File: config.mk
export PLATFORM = sky130hd
export DESIGN_NAME = adc_lane_framer
export DESIGN_NICKNAME = d
export VERILOG_FILES = /design/src/rtl/framer_pkg.sv /design/src/rtl/frame_timer.sv /design/src/rtl/word_stage.sv /design/src/rtl/word_picker.sv /design/src/rtl/lane_shifter.sv /design/src/rtl/adc_lane_framer.sv
export SDC_FILE = /design/constraint.sdc
export NUM_CORES = 1
export LEC_CHECK = 0
export BUFFER_PORTS_ARGS = -buffer_cell sky130_fd_sc_hd__buf_4
export CAP_MARGIN = 5
export CORE_ASPECT_RATIO = 1.5
export CORE_MARGIN = 2
export CORE_UTILIZATION = 40
export CTS_BUF_LIST = sky130_fd_sc_hd__clkbuf_8 sky130_fd_sc_hd__clkbuf_16
export DETAILED_ROUTE_END_ITERATION = 10
export GPL_TIMING_DRIVEN = 0
export PLACE_DENSITY_LB_ADDON = 0.08
export SKIP_LAST_GASP = 1
export SLEW_MARGIN = 20
export SYNTH_ARGS = -nofsm -noshare
export SYNTH_HDL_FRONTEND = slang
export SYNTH_SLANG_ARGS = --single-unit
File: constraint.sdc
create_clock -name clk -period 2.3 [get_ports clk]
set_input_delay 0.23 -clock clk [delete_from_list [all_inputs] [get_ports clk]]
set_output_delay 0.23 -clock clk [all_outputs]
set_load 0.01 [all_outputs]
File: src/rtl/framer_pkg.sv
// framer_pkg: types shared by the lane framer blocks.
// Assumes a 2-bit test-pattern select, decoded at frame boundaries.
package framer_pkg;

    typedef enum logic [1:0] {
        PAT_NONE = 2'd0,
        PAT_MID  = 2'd1,
        PAT_ALT  = 2'd2,
        PAT_RSVD = 2'd3
    } pat_sel_e;

endpackage

File: src/rtl/frame_timer.sv
// frame_timer: counts bit positions within a word and derives the frame
// marker, the bit clock level and the boundary load pulse.
// Assumes bit_en pulses once per bit; pwr_dn restarts framing like reset.
module frame_timer #(
    parameter int WORD_W = 12
) (
    input  logic clk,
    input  logic rst_n,
    input  logic bit_en,
    input  logic pwr_dn,
    output logic load,
    output logic frame_mk,
    output logic bclk
);
    localparam int POS_W = $clog2(WORD_W);
    localparam int LAST  = WORD_W - 1;
    localparam int HALF  = WORD_W / 2;

    logic [POS_W-1:0] pos;
    logic             idle;

    // Bit position: parked on the last position until the first pulse.
    always_ff @(posedge clk) begin
        if (!rst_n || pwr_dn) begin
            pos  <= POS_W'(LAST);
            idle <= 1'b1;
        end else if (bit_en) begin
            idle <= 1'b0;
            if (pos == POS_W'(LAST)) pos <= '0;
            else                     pos <= pos + 1'b1;
        end
    end

    // Boundary pulse, marker and clock level decoded from the position.
    always_comb begin
        load     = bit_en && !pwr_dn && (pos == POS_W'(LAST));
        frame_mk = !idle && (pos < POS_W'(HALF));
        bclk     = !idle && !pos[0];
    end

endmodule

File: src/rtl/word_stage.sv
// word_stage: holds the most recent parallel word from each channel until
// the next frame boundary takes it. Assumes smp_stb is a one-cycle strobe.
module word_stage #(
    parameter int LANES  = 4,
    parameter int WORD_W = 12
) (
    input  logic                    clk,
    input  logic                    rst_n,
    input  logic                    smp_stb,
    input  logic [LANES*WORD_W-1:0] smp_data,
    output logic [LANES*WORD_W-1:0] staged
);
    // Staging capture: a later strobe overwrites an earlier one.
    always_ff @(posedge clk) begin
        if (!rst_n)       staged <= '0;
        else if (smp_stb) staged <= smp_data;
    end

endmodule

File: src/rtl/word_picker.sv
// word_picker: per lane, chooses between the staged word and the fixed test
// words. Assumes the select is used only at load time.
module word_picker
    import framer_pkg::*;
#(
    parameter int LANES  = 4,
    parameter int WORD_W = 12
) (
    input  pat_sel_e                sel,
    input  logic [LANES*WORD_W-1:0] staged,
    output logic [LANES*WORD_W-1:0] picked
);
    logic [WORD_W-1:0] mid_word;
    logic [WORD_W-1:0] alt_word;

    // Test words: MSB alone set, and every odd bit set.
    always_comb begin
        mid_word = '0;
        mid_word[WORD_W-1] = 1'b1;
        for (int i = 0; i < WORD_W; i++) alt_word[i] = (i % 2) == 1;
    end

    for (genvar l = 0; l < LANES; l++) begin : g_lane
        // Word choice for this lane.
        always_comb begin
            case (sel)
                PAT_MID: picked[l*WORD_W +: WORD_W] = mid_word;
                PAT_ALT: picked[l*WORD_W +: WORD_W] = alt_word;
                default: picked[l*WORD_W +: WORD_W] = staged[l*WORD_W +: WORD_W];
            endcase
        end
    end

endmodule

File: src/rtl/lane_shifter.sv
// lane_shifter: one shift register per lane, loaded at a frame boundary and
// shifted MSB first on every later bit pulse. Cleared by power-down.
module lane_shifter #(
    parameter int LANES  = 4,
    parameter int WORD_W = 12
) (
    input  logic                    clk,
    input  logic                    rst_n,
    input  logic                    pwr_dn,
    input  logic                    bit_en,
    input  logic                    load,
    input  logic [LANES*WORD_W-1:0] picked,
    output logic [LANES-1:0]        lane_sd
);
    for (genvar l = 0; l < LANES; l++) begin : g_lane
        logic [WORD_W-1:0] shreg;

        // Load, shift or clear this lane's register.
        always_ff @(posedge clk) begin
            if (!rst_n || pwr_dn) shreg <= '0;
            else if (load)        shreg <= picked[l*WORD_W +: WORD_W];
            else if (bit_en)      shreg <= {shreg[WORD_W-2:0], 1'b0};
        end

        assign lane_sd[l] = shreg[WORD_W-1];
    end

endmodule

File: src/rtl/adc_lane_framer.sv
// adc_lane_framer: serializes one parallel word per channel onto parallel
// lanes that share a bit clock and a frame marker. Assumes a single clock
// domain in which bit_en marks the serial bit rate.
module adc_lane_framer
    import framer_pkg::*;
#(
    parameter int LANES  = 4,
    parameter int WORD_W = 12
) (
    input  logic                    clk,
    input  logic                    rst_n,
    input  logic                    bit_en,
    input  logic                    smp_stb,
    input  logic [LANES*WORD_W-1:0] smp_data,
    input  logic [1:0]              pat_sel,
    input  logic                    pwr_dn,
    output logic [LANES-1:0]        lane_sd,
    output logic                    frame_mk,
    output logic                    bclk,
    output logic                    out_en
);
    localparam int BUS_W = LANES * WORD_W;

    logic             load;
    logic [BUS_W-1:0] staged;
    logic [BUS_W-1:0] picked;
    pat_sel_e         sel;

    assign sel = pat_sel_e'(pat_sel);

    frame_timer #(.WORD_W(WORD_W)) u_timer (
        .clk(clk), .rst_n(rst_n), .bit_en(bit_en), .pwr_dn(pwr_dn),
        .load(load), .frame_mk(frame_mk), .bclk(bclk)
    );

    word_stage #(.LANES(LANES), .WORD_W(WORD_W)) u_stage (
        .clk(clk), .rst_n(rst_n), .smp_stb(smp_stb), .smp_data(smp_data),
        .staged(staged)
    );

    word_picker #(.LANES(LANES), .WORD_W(WORD_W)) u_pick (
        .sel(sel), .staged(staged), .picked(picked)
    );

    lane_shifter #(.LANES(LANES), .WORD_W(WORD_W)) u_shift (
        .clk(clk), .rst_n(rst_n), .pwr_dn(pwr_dn), .bit_en(bit_en),
        .load(load), .picked(picked), .lane_sd(lane_sd)
    );

    // Output enable follows power-down one edge later.
    always_ff @(posedge clk) begin
        if (!rst_n) out_en <= 1'b0;
        else        out_en <= !pwr_dn;
    end

endmodule

Word level (Yosys, flattened, before mapping)
Cells that the tools add are included.
Word-level totals
  bits in latches: 0
  word-level logic and storage cells: 36
  memories kept: 0
  bits in registers: 102
  ROM bits: 0
  input bits: 55
  RAM bits: 0
Operators by class
  shifts and indexed selects: 0
  div/mod/pow operators: 0
  multipliers: 0
  equal/unequal tests: 3
  mux-type cells: 13
  reductions and logical operators: 10
  add/sub/neg operators: 1
  order comparisons: 1
  bitwise logic cells: 0
Operator list (number)
  $mux W12: 8
  $pmux W12 S2: 4
  $add A4 B1 Y4 const B: 1
  $eq A4 B4 Y1 const B: 1
  $logic_and A1 B1 Y1: 4
  $logic_not A1 Y1: 4
  $lt A4 B3 Y1 const B: 1
  $mux W4: 1
  $eq A2 B1 Y1 const B: 1
  $eq A2 B2 Y1 const B: 1
  $reduce_bool A2 Y1: 1
  $logic_or A1 B1 Y1: 1

Longest topological paths before layout
Gate-level depths: netlist of the first run.
  word-level depth: 4
  gate-level depth with buffers: 7

By module
A second synthesis of the first run with hierarchy kept.
Second synthesis, totals
  cells, all modules: 460
  area total of the unflattened synthesis: 4865.9 um2
By module, submodules not included
  lane_shifter: cells each 218, times used 1, area an instance 2250.9 um2
  word_stage: cells each 155, times used 1, area an instance 1845.5 um2
  word_picker: cells each 57, times used 1, area an instance 480.5 um2
  frame_timer: cells each 28, times used 1, area an instance 255.2 um2
  adc_lane_framer: cells each 2, times used 1, area an instance 33.8 um2

Least setup slack after synthesis of the first run
Ideal clock, no wire load.
  path kind: register -> register
  start point: reg u_timer.pos[0]
  end point: reg u_shift.g_lane[0].shreg[4]
  library setup time: 74 ps
  stages on the path, launching flop included: 7
  arrival: 1367 ps
  setup slack: 859 ps
  path through: dfxtp_1 ha_1 nor4bb_1 buf_2 buf_6 nand3_1 a31oi_1
On the way
  word-level cells in the longest chain between the ends: 3
  elaborated cells between the ends (all ways): 4
Ends and longest elaborated chain
  start, declared: line frame_timer.sv:19  | logic [POS_W-1:0] pos;
  start signal, assigned: line frame_timer.sv:25  | pos <= POS_W'(LAST);
  start signal, assigned: line frame_timer.sv:30  | else pos <= pos + 1'b1;
  $eq A4 B4 Y1 *: line frame_timer.sv:36  | load = bit_en && !pwr_dn && (pos == POS_W'(LAST));
  $logic_and A1 B1 Y1 *: line frame_timer.sv:36
  $mux W12 / $reduce_bool A2 Y1 (equally long branches)
  end signal, assigned: line lane_shifter.sv:21  | else if (load) shreg <= picked[l*WORD_W +: WORD_W];
  end signal, assigned: line lane_shifter.sv:22  | else if (bit_en) shreg <= {shreg[WORD_W-2:0], 1'b0};
  end, declared: line lane_shifter.sv:16  | logic [WORD_W-1:0] shreg;
Every way passes the cells marked *; elsewhere a longest branch is shown, timed or not.
A chain may end at the register's enable or synchronous reset.

Worst setup path in the final report of the first run
  start point: reg u_timer.pos[0]
  end point: reg u_shift.g_lane[3].shreg[1]
On the way
  word-level cells in the longest chain between the ends: 3
  elaborated cells between the ends (all ways): 4
Ends and longest elaborated chain (line)
  $eq A4 B4 Y1 *: frame_timer.sv:36
  $logic_and A1 B1 Y1 *: frame_timer.sv:36
  $mux W12 / $reduce_bool A2 Y1 (equally long branches)
  end signal, assigned: lane_shifter.sv:21
  end signal, assigned: lane_shifter.sv:22
  end, declared: lane_shifter.sv:16
Marked as above.

==> reports/results.ini, run 1 <==
[layout]
most-common-layout-cells=102 x dfxtp_1, 71 x buf_4, 67 x nand3_1
nNetsFinal=612
drive_gt1_frac=0.182
layout_commonest_cell=dfxtp_1
area_delta_synth_final_pct=20.0
antenna_cells=0
final_area_sq_um=5360
fillers=1114

[yosys]
ys.warnings.count=0
synth_nets=541
async_reset_ff_frac=0
yosysSeqAreaShare=0.457
synth-main-ff-cell=dfxtp_1
synth_top_area_frac=0.457
synth_top_area_cell=dfxtp_1
ys_types=32
avgSynthCellArea_sq_um=9.23
syn_area_sq_um=4470
yosys_register_bits=102
synthCells=484
synth_edf_count=0
yosys-top-cells-area=dfxtp_1 46%, mux2i_1 11%, nand3_1 7.5%

[drt]
first_iter_violations=208
vias=3797
viasPerCell=5.38
finalWirelength_mm=12.1
dr.pass1.iters=5
drc=0
wl_per_cell_um=17.1
postRouteAntennaNets=0

[worst_hold_path]
hp-start=smp_data[34]
hp-class=in2reg
whs_path_depth=3
holdPathEnd=u_stage.staged[34]

[sta]
hold_violations=0
tightest_slew_ns=0.616
finalCritPeriodShare=0.791
clock_skew_ns=0.00576
slew_headroom=0.590
fin_tns_setup_ns=0
rsz0062_at_grt=false
setup_violations=0
period_needed_ns=1.82
fmax_ghz=0.549
finalMaxSlewViolations=0

[critical_path]
path_cells=ha_1 > nor4bb_1 > buf_2 > buf_2 > o211ai_1 > nand3_1
criticalPathCategory=reg2reg
cp_slowest_stage_delay_ns=0.40
r2r-start=u_timer.pos[0]
crit_path_start_kind=flip-flop
reg2reg_depth=6
crit_fanout=10
crit_required_ns=2.59
critPathSlowestCell=dfxtp_1
critPathArrivalTime_ns=2.11
crit_path_end_kind=flip-flop
crit_top_cell=buf_2
rrSetupSlack_ns=0.48
worstReg2RegEnd=u_shift.g_lane[3].shreg[1]

[pwr]
ir_drop_uv=350
p_leak_nw=2.23
power.density_nw_per_um2=694
power_w=0.00372

[grt]
grt_max_degree=16
grt.overflow.total=0
grt_pass1_vias=3651
grt_pass1_wl_mm=19.6
antenna_found_initial=0
grt_use_total=0.207

[floorplan]
die_width_um=90.3
die_area_sq_um=12000
core_area_sq_um=10900
boundaryPins=62
rows=47
start_util=0.408
die_h_um=133

[flow_run]
max_cap_violations=0

[clocking]
clk-insertion-delay-late_ns=0.35
cts_resized=0
ctsHoldBuffers=0
post-cts-setup-buffers=0
cts_buffer_depth=2
cts_tree=built
htreeDepth=3
ctsRootBufferMaster=clkbuf_16
clock_sinks=102
path_clk_slew_ns=0.07
cts_buffers=9

[placed_design]
post_dp_cell_area_sq_um=5100
place_congestion=0.849
numPortBuffers=60
dp_hpwl_mm=8.63

[outcome]
outcome=finished clean

[power breakdown]
group / total [W] / internal, W / switching [W] / leakage (nW)
Combinational: 0.000462 / 0.000199 / 0.000264 / 1.26
Sequential: 0.00188 / 0.00184 / 0.0000443 / 0.834
Clock: 0.00137 / 0.000716 / 0.000657 / 0.130
[worst max-delay path by stage]
stage / startpoint / end / slack (ns) / cells after the start
floorplan: u_timer.pos[0] / u_shift.g_lane[0].shreg[4] / 0.86 / 6
global placement: pat_sel[0] / u_shift.g_lane[2].shreg[11] / 0.39 / 8
detailed placement: pat_sel[1] / u_shift.g_lane[1].shreg[11] / 0.39 / 7
CTS: u_timer.pos[0] / u_shift.g_lane[3].shreg[1] / 0.48 / 6
global route: u_timer.pos[0] / u_shift.g_lane[3].shreg[1] / 0.39 / 6
finish: u_timer.pos[0] / u_shift.g_lane[3].shreg[1] / 0.48 / 6
[state kept, by name, indices dropped and copies added (netlist names)]
| register | cells |
|---|---|
| u_shift.g_lane.shreg | 48 |
| u_stage.staged | 48 |
| u_timer.pos | 4 |
| out_en | 1 |
| u_timer.idle | 1 |
[layer usage]
layer / wire length, um / track usage / vias up / share of wire
li1: - / - / 1878 / -
met1: 5210 / 0.260 / 1782 / 0.43
met2: 6030 / 0.353 / 115 / 0.50
met3: 651 / 0.0396 / 22 / 0.054
met4: 211 / 0.0726 / 0 / 0.017
met5: 0 / 0 / - / 0
[stage by stage]
| step | hold WS, ns | util | instances | setup slack [ns] |
|---|---|---|---|---|
| after floorplan | 0.399 | - | 484 | 0.859 |
| after global placement | 0.443 | 0.466 | 691 | 0.392 |
| after detailed placement | 0.445 | 0.466 | 691 | 0.386 |
| after CTS | 0.131 | 0.490 | 706 | 0.482 |
| after global routing | 0.142 | 0.490 | 706 | 0.389 |
| final | 0.132 | 0.490 | 706 | 0.480 |
[final cells by class]
class | count | area, sq um | share of cell area
sequential | 102 | 2040 | 0.381
multi-input combinational | 325 | 2140 | 0.399
buffer | 53 | 273 | 0.0509
clock inverter | 6 | 32.5 | 0.00607
clock buffer | 9 | 225 | 0.0420
tap | 147 | 184 | 0.0343
inverter | 4 | 15.0 | 0.00280
timing repair buffer | 60 | 450 | 0.0841
[cell families after synthesis]
kind of cell,after synthesis,share of synthesized area
compound gates,69,0.104
fa+ha+maj,2,0.00560
buf+inv,57,0.0644
flops,102,0.457
mux,50,0.112
simple gates,204,0.257
[cells in the mapped netlist (3+ instances only)]
library cell  number
a31oi_1           13
dfxtp_1          102
clkbuf_1          26
inv_1              3
nand3_1           67
a32oi_1            7
nand2_1           27
mux2i_1           50
o21ai_0           15
a21oi_1            6
nand4_1           28
o211ai_1          20
buf_4             11
nor2_1             3
and2_1            20
nor2b_1           49
buf_2             14
o2111ai_1          4
[critical path: cells and delay by family (launching register included)]
family                     cells  cell delay, ns
DFF                            1            0.40
adders and majority gates      1            0.28
buffers and inverters          2            0.50
AOI/OAI and AO/OA              1            0.16
and+or+nand+nor                2            0.41
Power figures use the tool's default switching activity.
==> run 2: changes to the inputs <==
- clock period: 2.3 -> 1.51 ns (I/O delays scaled with it)
==> run 2 against run 1 <==
  * Fmax up 26%
  * Cell count up 0.14%
  * Wire length up 0.75%
  * Clock skew up 0.00072 ns
  * Highest routed layer unchanged
==> reports/results.ini, run 2 (synthesis gave the netlist of run 1 again) <==
[clocking]
htreeDepth=3  ; unchanged
cts_buffers=9  ; unchanged
ctsRootBufferMaster=clkbuf_16
path_clk_slew_ns=0.07  ; about the same
clk-insertion-delay-late_ns=0.35  ; about the same
cts_buffer_depth=2  ; unchanged
cts_tree=built
clock_sinks=102  ; unchanged

[floorplan]
boundaryPins=62  ; unchanged
die_width_um=90.3  ; unchanged
start_util=0.408  ; unchanged
die_area_sq_um=12000  ; unchanged
core_area_sq_um=10900  ; unchanged
die_h_um=133  ; unchanged
rows=47  ; unchanged

[layout]
nNetsFinal=613  ; +0.16%
most-common-layout-cells=98 x dfxtp_1, 75 x buf_4, 67 x nand3_1
drive_gt1_frac=0.198  ; +0.0157
area_delta_synth_final_pct=21.6
top_regs=u_shift.g_lane.shreg x48, u_stage.staged x48, u_timer.pos x4
final_area_sq_um=5430  ; +1.4%
fillers=1107  ; -0.63%
layout_commonest_cell=dfxtp_1
antenna_cells=0  ; unchanged

[sta]
fmax_ghz=0.692  ; +26%
finalMaxSlewViolations=0  ; unchanged
period_needed_ns=1.45  ; -0.375 ns
setup_violations=0  ; unchanged
tightest_slew_ns=0.624  ; +0.00836 ns
slew_headroom=0.584  ; -0.00557
setup_ws_ns=0.0648  ; -0.415 ns
clock_skew_ns=0.00649  ; +0.000724 ns
holdWs_ns=0.0541  ; -0.0782 ns
finalCritPeriodShare=0.957  ; +0.166
fin_tns_setup_ns=0  ; unchanged
rsz0062_at_grt=false
hold_violations=0  ; unchanged

[pwr]
power.density_nw_per_um2=1050  ; +51%
p_leak_nw=2.25  ; +1.2%
ir_drop_uv=527  ; +50%

[placed_design]
post_dp_cell_area_sq_um=5100  ; unchanged
place_congestion=0.849  ; unchanged
dp_hpwl_mm=8.63  ; unchanged
numPortBuffers=60  ; unchanged
dp_slack_ns=-0.325  ; -0.711 ns

[grt]
grt_use_total=0.208  ; +0.00119
grt_pass1_vias=3700  ; +1.3%
grt_max_degree=16  ; unchanged
antenna_found_initial=0  ; unchanged
grt_pass1_wl_mm=19.8  ; +0.77%
grt.overflow.total=0  ; unchanged

[drt]
viasPerCell=5.38  ; about the same
dr.pass1.iters=5  ; unchanged
first_iter_violations=240  ; +15%
finalWirelength_mm=12.2  ; +0.75%
wl_per_cell_um=17.2  ; +0.61%
vias=3806  ; +0.24%
drc=0  ; unchanged
postRouteAntennaNets=0  ; unchanged

[outcome]
outcome=finished clean

[critical_path]
crit_fanout=10  ; unchanged
critPathArrivalTime_ns=1.73  ; -0.38 ns
crit_path_start_kind=flip-flop
crit_required_ns=1.79  ; -0.80 ns
criticalPathCategory=reg2reg
crit_path_end_kind=flip-flop
reg2reg_depth=6  ; unchanged

[flow_run]
max_cap_violations=0  ; unchanged

[worst_hold_path]
hp-class=in2reg
whs_path_depth=3  ; unchanged

==> run 2: path summary, 6_finish.rpt <==
check                                                 from                          to  slack (ns)
worst min-delay path                          smp_data[34]          u_stage.staged[34]        0.05
worst max-delay path                        u_timer.pos[0]  u_shift.g_lane[1].shreg[3]        0.06
worst max register to register              u_timer.pos[0]  u_shift.g_lane[1].shreg[3]        0.06
worst min register to register  u_shift.g_lane[0].shreg[7]  u_shift.g_lane[0].shreg[8]        0.45
==> run 2: final cells by class <==
| class | instances | area, sq um | share of cell area |
|---|---|---|---|
| Inverter | 4 | 15.0 | 0.00276 |
| Tap cell | 147 | 184 | 0.0339 |
| Timing Repair Buffer | 61 | 458 | 0.0843 |
| Multi-Input combinational cell | 325 | 2160 | 0.398 |
| Buffer | 53 | 300 | 0.0553 |
| Sequential cell | 102 | 2050 | 0.378 |
| Clock buffer | 9 | 225 | 0.0415 |
| Clock inverter | 6 | 32.5 | 0.00599 |
==> run 2: routing by layer <==
layer  global-route usage  vias up  part of all wire
li1                     -     1881                 -
met1                0.262     1773              0.43
met2                0.355      131              0.50
met3               0.0373       21             0.051
met4               0.0769        0             0.020
met5                    0        -                 0
==> run 2: where the power goes <==
part | total [W] | leakage, nW | internal (W) | switching (W)
Sequential | 0.00287 | 0.834 | 0.00280 | 0.0000696
Clock | 0.00208 | 0.130 | 0.00109 | 0.000987
Combinational | 0.000737 | 1.29 | 0.000328 | 0.000409
==> run 2: metrics by stage <==
step	total power, W	std cells	util
floorplan	0.00333	484	-
finish	0.00568	707	0.496
CTS	0.00572	707	0.495
global placement	0.00362	691	0.466
detailed placement	0.00363	691	0.466
global route	0.00590	707	0.496
==> run 2: critical path, stage by stage, from the launching register on <==
cell,delay (ns)
dfxtp_4,0.37
ha_4,0.18
nand4bb_1,0.09
clkbuf_4,0.23
clkbuf_4,0.24
nand4_1,0.15
nand3_1,0.14
==> run 2: what timing repair did <==
action / CTS / global route
hold buffers: 0 / 0
setup endpoints to repair: 41 / 41
buffers inserted: 1 / 0
resized for setup: 13 / 11
pin swaps: 0 / 2
endpoints found under the hold margin: 0 / 0
